### src/rtl/adc_seq_pkg.sv
package adc_seq_pkg;
   // request bit positions (decoded by the SPI engine)
   localparam int REQ_START = 0;
   localparam int REQ_CONT  = 1;
   localparam int REQ_RXRDY = 2;
   localparam int REQ_RXACK = 3;
   // status bit positions (driven by the SPI engine)
   localparam int ST_RDY  = 0;
   localparam int ST_ACK  = 1;
   localparam int ST_DONE = 2;

   localparam logic [7:0] OPC_RESET = 8'h85;
   localparam logic [7:0] OPC_AUTO  = 8'hA0;
   localparam logic [7:0] OPC_NOP   = 8'h00;
   localparam logic [6:0] PRG_AUTO_EN = 7'h01;
   localparam logic       PRG_WRITE   = 1'b1;

   typedef enum logic [2:0] {
      S_CLEAR, S_WAIT_RDY, S_ARM, S_WAIT_ACK, S_RX_ARM, S_WAIT_DONE, S_PAUSE, S_RUN
   } seq_state_e;

   typedef enum logic [1:0] {
      STEP_RESET, STEP_ENABLE, STEP_AUTO, STEP_START
   } seq_step_e;

   function automatic logic [15:0] cmd_reg_word(input logic [7:0] opcode);
      return {opcode, 8'h00};
   endfunction

   function automatic logic [15:0] prog_reg_word(input logic [6:0] addr,
                                                 input logic rw,
                                                 input logic [7:0] data);
      return {addr, rw, data};
   endfunction
endpackage

### src/rtl/adc_seq_word_enc.sv
module adc_seq_word_enc
   import adc_seq_pkg::*;
#(
   parameter int NUM_DEV = 6,
   parameter int WORD_W  = 16
) (
   input  seq_step_e                   step_i,
   output logic [NUM_DEV*WORD_W-1:0]   words_o
);
   logic [15:0] base;

   always_comb begin
      case (step_i)
         STEP_RESET:  base = cmd_reg_word(OPC_RESET);
         STEP_ENABLE: base = prog_reg_word(PRG_AUTO_EN, PRG_WRITE, 8'hFF);
         STEP_AUTO:   base = cmd_reg_word(OPC_AUTO);
         default:     base = cmd_reg_word(OPC_NOP);
      endcase
   end

   // every converter receives the identical word
   for (genvar d = 0; d < NUM_DEV; d++) begin : g_dev
      assign words_o[d*WORD_W +: WORD_W] = WORD_W'(base);
   end
endmodule

### src/rtl/adc_seq_pause_timer.sv
module adc_seq_pause_timer #(
   parameter int PAUSE_CYC = 200
) (
   input  logic clk,
   input  logic rst_n,
   input  logic run_i,
   output logic done_o
);
   localparam int CNT_W = $clog2(PAUSE_CYC + 1);
   localparam logic [CNT_W-1:0] LAST = CNT_W'(PAUSE_CYC - 1);

   logic [CNT_W-1:0] cnt;

   if (PAUSE_CYC < 1) begin : g_bad_pause
      $error("PAUSE_CYC must be at least 1");
   end

   always_ff @(posedge clk or negedge rst_n) begin
      if (!rst_n)      cnt <= '0;
      else if (!run_i) cnt <= '0;
      else if (cnt != LAST) cnt <= cnt + 1'b1;
   end

   assign done_o = run_i && (cnt == LAST);

   AST_PAUSE_BOUND: assert property (@(posedge clk) disable iff (!rst_n)
      cnt <= LAST);
   AST_PAUSE_IDLE: assert property (@(posedge clk) disable iff (!rst_n)
      !run_i |=> (cnt == '0));
endmodule

### src/rtl/adc_seq_capture.sv
module adc_seq_capture #(
   parameter int NUM_DEV = 6,
   parameter int WORD_W  = 16
) (
   input  logic                        clk,
   input  logic                        rst_n,
   input  logic                        en_i,
   input  logic [NUM_DEV*WORD_W-1:0]   data_i,
   output logic [NUM_DEV*WORD_W-1:0]   data_o
);
   for (genvar d = 0; d < NUM_DEV; d++) begin : g_dev
      always_ff @(posedge clk or negedge rst_n) begin
         if (!rst_n)    data_o[d*WORD_W +: WORD_W] <= '0;
         else if (en_i) data_o[d*WORD_W +: WORD_W] <= data_i[d*WORD_W +: WORD_W];
      end
   end

   AST_CAPT_HOLD: assert property (@(posedge clk) disable iff (!rst_n)
      !en_i |=> $stable(data_o));
endmodule

### src/rtl/adc_cmd_sequencer.sv
module adc_cmd_sequencer
   import adc_seq_pkg::*;
#(
   parameter int NUM_DEV    = 6,
   parameter int WORD_W     = 16,
   parameter int DELAY_W    = 16,
   parameter int INIT_DELAY = 781,
   parameter int PAUSE_CYC  = 200
) (
   input  logic                        clk,
   input  logic                        rst_n,
   input  logic [2:0]                  status_i,
   input  logic [NUM_DEV*WORD_W-1:0]   result_i,
   output logic [3:0]                  req_o,
   output logic                        stat_clr_o,
   output logic [NUM_DEV*WORD_W-1:0]   cmd_o,
   output logic [NUM_DEV*WORD_W-1:0]   capt_o,
   output logic [DELAY_W-1:0]          delay_o,
   output logic                        busy_o
);
   localparam int BUS_W = NUM_DEV * WORD_W;
   localparam logic [DELAY_W-1:0] DELAY_INIT = DELAY_W'(INIT_DELAY);

   if (NUM_DEV < 1) begin : g_bad_dev
      $error("NUM_DEV must be at least 1");
   end
   if (WORD_W < 16) begin : g_bad_word
      $error("WORD_W must hold a 16-bit command");
   end
   if (INIT_DELAY >= (1 << DELAY_W)) begin : g_bad_delay
      $error("INIT_DELAY does not fit DELAY_W");
   end

   seq_state_e        state;
   seq_step_e         step;
   logic [3:0]        req_q;
   logic [BUS_W-1:0]  cmd_q;
   logic [BUS_W-1:0]  enc_words;
   logic [DELAY_W-1:0] delay_q;
   logic              is_last;
   logic              tmr_done;
   logic              capt_en;

   assign is_last = (step == STEP_START);
   assign capt_en = (state == S_WAIT_DONE) && status_i[ST_DONE];

   adc_seq_word_enc #(.NUM_DEV(NUM_DEV), .WORD_W(WORD_W)) i_enc (
      .step_i  (step),
      .words_o (enc_words)
   );

   adc_seq_pause_timer #(.PAUSE_CYC(PAUSE_CYC)) i_pause (
      .clk    (clk),
      .rst_n  (rst_n),
      .run_i  (state == S_PAUSE),
      .done_o (tmr_done)
   );

   adc_seq_capture #(.NUM_DEV(NUM_DEV), .WORD_W(WORD_W)) i_capt (
      .clk    (clk),
      .rst_n  (rst_n),
      .en_i   (capt_en),
      .data_i (result_i),
      .data_o (capt_o)
   );

   always_ff @(posedge clk or negedge rst_n) begin
      if (!rst_n) begin
         state   <= S_CLEAR;
         step    <= STEP_RESET;
         req_q   <= '0;
         cmd_q   <= '0;
         delay_q <= '0;
      end else begin
         case (state)
            S_CLEAR: state <= S_WAIT_RDY;
            S_WAIT_RDY: if (status_i[ST_RDY]) begin
               cmd_q <= enc_words;
               state <= S_ARM;
            end
            S_ARM: begin
               req_q <= {2'b00, is_last, 1'b1};
               state <= S_WAIT_ACK;
            end
            S_WAIT_ACK: if (status_i[ST_ACK]) begin
               req_q[REQ_START] <= 1'b0;
               state <= is_last ? S_RUN : S_RX_ARM;
            end
            S_RX_ARM: begin
               req_q[REQ_RXRDY] <= 1'b1;
               req_q[REQ_RXACK] <= 1'b0;
               state <= S_WAIT_DONE;
            end
            S_WAIT_DONE: if (status_i[ST_DONE]) begin
               req_q[REQ_RXRDY] <= 1'b0;
               req_q[REQ_RXACK] <= 1'b1;
               case (step)
                  STEP_RESET:  begin step <= STEP_ENABLE; state <= S_WAIT_RDY; end
                  STEP_ENABLE: state <= S_PAUSE;
                  default: begin
                     delay_q <= DELAY_INIT;
                     step    <= STEP_START;
                     state   <= S_WAIT_RDY;
                  end
               endcase
            end
            S_PAUSE: if (tmr_done) begin
               step  <= STEP_AUTO;
               state <= S_WAIT_RDY;
            end
            default: state <= S_RUN;
         endcase
      end
   end

   assign req_o      = req_q;
   assign stat_clr_o = (state == S_CLEAR);
   assign cmd_o      = cmd_q;
   assign delay_o    = delay_q;
   assign busy_o     = (state != S_RUN);

   AST_WORDS_STABLE: assert property (@(posedge clk) disable iff (!rst_n)
      req_q[REQ_START] |=> $stable(cmd_q));
   AST_START_HOLD: assert property (@(posedge clk) disable iff (!rst_n)
      (req_q[REQ_START] && !status_i[ST_ACK]) |=> req_q[REQ_START]);
   AST_START_DROP: assert property (@(posedge clk) disable iff (!rst_n)
      (req_q[REQ_START] && status_i[ST_ACK]) |=> (!req_q[REQ_START] && $stable(req_q[REQ_CONT])));
   AST_RX_EXCL: assert property (@(posedge clk) disable iff (!rst_n)
      $onehot0({req_q[REQ_START], req_q[REQ_RXRDY], req_q[REQ_RXACK]}));
   AST_RX_HOLD: assert property (@(posedge clk) disable iff (!rst_n)
      (req_q[REQ_RXRDY] && !status_i[ST_DONE]) |=> req_q[REQ_RXRDY]);
   AST_RX_CLOSE: assert property (@(posedge clk) disable iff (!rst_n)
      (req_q[REQ_RXRDY] && status_i[ST_DONE]) |=> (!req_q[REQ_RXRDY] && req_q[REQ_RXACK]));
   AST_DELAY_ONCE: assert property (@(posedge clk) disable iff (!rst_n)
      !$stable(delay_q) |-> (delay_q == DELAY_INIT));
   AST_CONT_LAST: assert property (@(posedge clk) disable iff (!rst_n)
      req_q[REQ_CONT] |-> (step == STEP_START));
   AST_IDLE_FROZEN: assert property (@(posedge clk) disable iff (!rst_n)
      !busy_o |=> (!busy_o && $stable(req_q)));
endmodule

### config.mk
export PLATFORM = sky130hd
export DESIGN_NAME = adc_cmd_sequencer
export DESIGN_NICKNAME = d
export VERILOG_FILES = /design/src/rtl/adc_seq_pkg.sv /design/src/rtl/adc_seq_word_enc.sv /design/src/rtl/adc_seq_pause_timer.sv /design/src/rtl/adc_seq_capture.sv /design/src/rtl/adc_cmd_sequencer.sv
export SDC_FILE = /design/constraint.sdc
export NUM_CORES = 1
export LEC_CHECK = 0
export ABC_AREA = 1
export BUFFER_PORTS_ARGS = -buffer_cell sky130_fd_sc_hd__buf_2
export CAP_MARGIN = 20
export CORE_MARGIN = 2
export CORE_UTILIZATION = 35
export DETAILED_ROUTE_END_ITERATION = 6
export PLACE_DENSITY = 0.61
export SLEW_MARGIN = 0
export SYNTH_ARGS = -nofsm -noshare
export SYNTH_HDL_FRONTEND = slang
export SYNTH_HIERARCHICAL = 1
export SYNTH_SLANG_ARGS = --single-unit
### constraint.sdc
create_clock -name clk -period 7.1 [get_ports clk]
set_input_delay 1.42 -clock clk [delete_from_list [all_inputs] [get_ports clk]]
set_output_delay 1.42 -clock clk [all_outputs]
set_load 0.01 [all_outputs]
Yosys cells after proc, flatten, opt, wreduce, memory -nomap -nowiden --
Index checks and enable logic that the tools add are counted.
Storage, ports and cells: register bits 210, word-level logic and storage cells 66
Cells by class: add/subtract/negate cells 1, equal/unequal tests 18, multiplexer cells 18, bitwise logic cells 1, reduce and logical (&&, ||, !) cells 14
Operators with widths (count):
- one-hot mux 16 bit (3 select lines) | 1
- one-hot mux 3 bit (7 select lines) | 1
- two-way mux 8 bit | 2
- two-way mux 3 bit | 5
- != test 2 bit (second input constant) | 6
- == test 3 bit (second input constant) | 3
- adder 8 x 1 -> 8 bit (second input constant) | 1
- == test 8 bit (second input constant) | 1
- two-way mux 2 bit | 4
- != test 8 bit (second input constant) | 1
- one-hot mux 2 bit (2 select lines) | 2
- AND reduction 4 bit | 2
- == test 3 x 2 -> 1 bit (second input constant) | 2
- one-hot mux 2 bit (3 select lines) | 1
- AND reduction 2 bit | 3
- == test 2 bit (second input constant) | 2
- nonzero test 2 bit | 2
- == test 3 x 1 -> 1 bit (second input constant) | 1
- logical NOT 3 bit | 1
- != test 3 bit (second input constant) | 1
- AND reduction 3 bit | 1
- nonzero test 3 bit | 1
- == test 2 x 1 -> 1 bit (second input constant) | 1
- logical AND 1 bit | 2
- 5 further kinds | 5

Longest topological paths before layout --
depth in word-level cells 4, mapped depth 12, mapped depth without buffers 11

Modules after synthesis --
The synthesis kept the hierarchy.
By module, submodules not included:
- adc_cmd_sequencer | instances 1, cells an instance 504, area an instance 4857.2 um2, sequential area each 2652.5 um2
- adc_seq_capture | instances 1, cells an instance 406, area an instance 3629.7 um2, sequential area each 2402.3 um2
- adc_seq_word_enc | instances 1, cells an instance 97, area an instance 705.7 um2, sequential area each 0.0 um2
- adc_seq_pause_timer | instances 1, cells an instance 67, area an instance 478.0 um2, sequential area each 200.2 um2

Worst setup path after synthesis --
Ideal clock, no wire load.
path kind register to register, start point register step[0], end point register cmd_q[16], in the netlist cmd_o[16], arrival time 2660 ps, required time 7026 ps, setup slack 4366 ps, stages on the path, launching flop included 6, clock period less this slack 2734 ps, cells stage by stage dfrtp_1 > inv_1 > nor2_1 > buf_4 > inv_1 > o21ai_2
Between the ends: word-level cells in the longest chain between the ends 2
RTL lines:
- from (decl) | RTL line adc_cmd_sequencer.sv:35 | seq_step_e step;
- from (signal assigned) | RTL line adc_cmd_sequencer.sv:70 | step <= STEP_RESET;
- from (signal assigned) | RTL line adc_cmd_sequencer.sv:98 | STEP_RESET: begin step <= STEP_ENABLE; state <= S_WAIT_RDY; end
- from (signal assigned) | RTL line adc_cmd_sequencer.sv:102 | step <= STEP_START;
- == test 2 bit (tied with other cells) | RTL line adc_seq_word_enc.sv:13 | case (step_i)
- one-hot mux 16 bit (3 select lines) * | RTL line adc_seq_word_enc.sv:13
- named net enc_words[0] | RTL line adc_cmd_sequencer.sv:38 | logic [BUS_W-1:0] enc_words;
- to (signal assigned) | RTL line adc_cmd_sequencer.sv:78 | cmd_q <= enc_words;
- to (decl) | RTL line adc_cmd_sequencer.sv:37 | logic [BUS_W-1:0] cmd_q;
Mark *: on every way through the listed nets, which the timed path passes. The rest lies on a longest branch. A chain may end at the register's enable or synchronous reset.

Worst setup path in the final report --
start point input port status_i[2], end point register i_capt.data_o[12]
Between the ends: word-level cells in the longest chain between the ends 1
RTL lines:
- from (decl) | RTL line adc_cmd_sequencer.sv:12 | input logic [2:0] status_i,
- logical AND 1 bit | RTL line adc_cmd_sequencer.sv:45 | assign capt_en = (state == S_WAIT_DONE) && status_i[ST_DONE];
- named net capt_en | RTL line adc_cmd_sequencer.sv:42 | logic capt_en;
- to (signal, indexed assignment) | RTL line adc_seq_capture.sv:14 | else if (en_i) data_o[d*WORD_W +: WORD_W] <= data_i[d*WORD_W +: WORD_W];
- to (decl) | RTL line adc_seq_capture.sv:9 | output logic [NUM_DEV*WORD_W-1:0] data_o
The timed path passes the listed nets, and every way through them passes these cells.

==> flow_metrics.py <==
metrics = {
    "outcome": {
        "outcome": "finished clean",
    },
    "clock_tree": {
        "clk_latency_ns": 0.51,
        "cts_tree": "yes",
        "cts.sinks": 210,
        "cts_setup_buffers": 0,
        "cts.clk_slew.worst_paths_ns": 0.06,
        "cts_inserted_buffers": 24,
        "clk_path_buf_depth": 3,
        "cts_resized": 0,
        "cts-root-buf": "clkbuf_16",
        "hold_buffers": 0,
        "htreeDepth": 1,
    },
    "pwr": {
        "vdd_drop_max_uv": 279.7,
        "p_leak_nw": 6.168,
        "swShare_pct": 34.22,
        "p_int_w": 0.002779,
        "power.share.sequential_pct": 40.8,
        "p_per_area_nw_per_um2": 369.2,
        "power_switching_w": 0.001446,
        "p_comb_share_pct": 28.5,
        "p_clk_share_pct": 30.7,
    },
    "route": {
        "vias_per_cell": 4.224,
        "wl_per_cell_um": 13.66,
        "firstDrtPassIters": 4,
        "vias": 6928,
        "first_iter_violations": 453,
        "wl_um": 22400,
        "drcViolationCount": 0,
        "ant_nets": 0,
    },
    "floorplanning": {
        "start_util_pct": 35.78,
        "dieHeight_um": 170.2,
        "die_width_um": 170.2,
        "core_area_um2": 27030,
        "rows": 60,
        "io-pin-count": 315,
        "die_area_um2": 28970,
    },
    "final_layout": {
        "seqCellArea_um2": 5255,
        "fin_nets": 1385,
        "layout-drive-gt1-share_pct": 34.26,
        "fin_area_um2": 11440,
        "diodes": 0,
        "fill_cells": 2700,
        "multiInputGateArea_um2": 2894,
        "syn_to_final_growth_pct": 18.32,
    },
    "yosys": {
        "yosysWarnings": 6,
        "synth_top_area_share_pct": 54.34,
        "yosysSeqAreaShare_pct": 54.34,
        "synthMostInstantiatedCell": "nand2_1",
        "synth_cell_types": 26,
        "synth-edff-count": 0,
        "async_reset_ff_share_pct": 100.0,
        "ys_ff_latch": 210,
        "synth_area_leaders": "dfrtp_1 54%, nand2_1 17%, buf_4 9.1%",
        "synth_top_area_cell": "dfrtp_1",
        "synth_area_um2": 9671,
        "yosys-top-cells-count": "426 x nand2_1, 210 x dfrtp_1, 117 x buf_4, 116 x inv_1, 86 x o21ai_2",
        "synth_cells": 1074,
        "synthFlopType": "dfrtp_1",
        "syn_avg_cell_area_um2": 9.004,
    },
    "global_routing": {
        "grt_pass1_vias": 6481,
        "track_usage_pct": 15.04,
        "antenna_found_initial": 0,
        "grt_busiest_layer": "met2",
        "grt_max_degree": 193,
        "use_met3_pct": 2.651,
        "grt_pass1_wl_um": 35150,
        "grtUsageMet2_pct": 24.62,
        "grtUsageMet1_pct": 20.04,
        "gr-total-overflow": 0,
    },
    "setup_path": {
        "critical_path_class": "in2reg",
        "startpoint_type": "primary input",
        "worstPathArrival_ns": 3.37,
        "end_kind": "register",
        "startpoint": "status_i[2]",
        "r2r_start": "state[0]",
        "required_ns": 7.49,
        "path_max_fanout": 98,
        "r2r_cells": 6,
    },
    "timing": {
        "fin_crit_sh_pct": 41.92,
        "tightest_slew_ns": 1.061,
        "finalMaxSlewViolations": 0,
        "finClkSkew_ns": 0.01096,
        "setup_viol": 0,
        "hold_viol_final": 0,
        "slew_headroom_pct": 29.30,
        "finalCriticalPeriod_ns": 2.977,
        "rsz0062_at_grt": "no",
        "fmax_mhz": 336.0,
        "tns_ns": 0,
    },
    "placed_design": {
        "place_congestion": 0.8817,
        "dp_hpwl_um": 15130,
        "dpl_cell_area_um2": 10610,
        "io_buffers": 303,
    },
    "min_path": {
        "hp-start": "i_capt/data_o[67]",
        "hold_depth": 2,
        "hold_path.class": "reg2reg",
    },
    "run": {
        "cap_violations": 0,
    },
}
==> worst max-delay path, stage by stage <==
cell     delay [ns]
buf_2          0.07
inv_1          0.06
nor2_4         0.09
buf_4          0.75
inv_4          0.59
nand2_1        0.21
nand2_1        0.07
==> final timing paths <==
kind / endpoint / slack [ns]
max reg2reg: i_capt/data_o[12] / 4.27
max: i_capt/data_o[12] / 4.12
min reg2reg: i_capt/data_o[67] / 0.46
min in group asynchronous: cmd_o[37] / 0.95
max in group asynchronous: i_capt/data_o[29] / 4.99
min: i_capt/data_o[67] / 0.46
==> metal layers <==
metal	up-vias	share of wire, %
met5	-	0
met4	0	3.4
met3	47	5.4
met2	191	47
met1	3180	44
li1	3510	-
==> flip-flops by register name (all words and copies together) (netlist names) <==
name	count
state	3
i_capt/data_o	96
delay_o	1
i_pause/cnt	8
step	2
cmd_o	96
req_o	4
==> per-stage QoR <==
stage / util (%) / setup WS (ns) / power (W) / hold WS [ns] / cells
detailed placement: 39.24 / 3.595 / 0.002963 / 0.4529 / 1597
floorplan: - / 4.366 / 0.002522 / 0.5057 / 1101
global placement: 39.24 / 3.582 / 0.002930 / 0.4485 / 1597
global route: 42.34 / 3.932 / 0.004509 / 0.4861 / 1640
CTS: 42.34 / 4.136 / 0.004292 / 0.4661 / 1640
finish: 42.34 / 4.123 / 0.004225 / 0.4605 / 1640
==> cells in the final DEF (no fill, tap or decap) <==
master and count:
nor2_1 26, nor3_1 2, nor2_4 3, o21ai_2 86, buf_4 2, bufinv_16 3
clkbuf_16 25, nand3_2 1, dfrtp_1 210, inv_1 116, nand3_1 14, a21oi_2 1
inv_4 1, xor2_1 1, o21ai_0 6, o21bai_1 1, clkbuf_8 7, buf_12 2
conb_1 29, nand2_2 3, clkinv_2 4, ha_1 2, o21ai_1 12, buf_2 302
nand2_1 426, a21oi_1 3, clkbuf_1 5, nor2_2 2, nand3_4 1, inv_2 2
a21o_1 1
==> power by group through the flow <==
stage | clock network, W | registers (W) | logic, W
2_1_floorplan | 0 | 0.00186 | 0.000660
3_3_place_gp | 0 | 0.00174 | 0.00120
3_5_place_dp | 0 | 0.00174 | 0.00122
4_1_cts | 0.00134 | 0.00172 | 0.00122
5_1_grt | 0.00139 | 0.00177 | 0.00135
6_report | 0.00130 | 0.00172 | 0.00120
==> area by class of cell <==
| class | instances | share of cell area, % |
|---|---|---|
| Sequential cell | 210 | 45.93 |
| Multi-Input combinational cell | 620 | 25.29 |
| Timing Repair Buffer | 307 | 13.81 |
| Clock buffer | 36 | 6.353 |
| Inverter | 119 | 3.926 |
| Tap cell | 341 | 3.729 |
| Clock inverter | 7 | 0.9623 |
==> kinds of logic (layout without fill, tap and decap cells) <==
group / after synthesis / after routing / share of synthesized area, %
AOI/OAI and AO/OA: 110 / 110 / 9.122
buffers and inverters: 271 / 469 / 17.01
xor gates and xnor gates: 1 / 1 / 0.09058
and+or+nand+nor: 478 / 478 / 19.10
adders and majority gates: 2 / 2 / 0.2587
other: 2 / 29 / 0.07766
DFF: 210 / 210 / 54.34
Power figures use the tool's default switching activity.
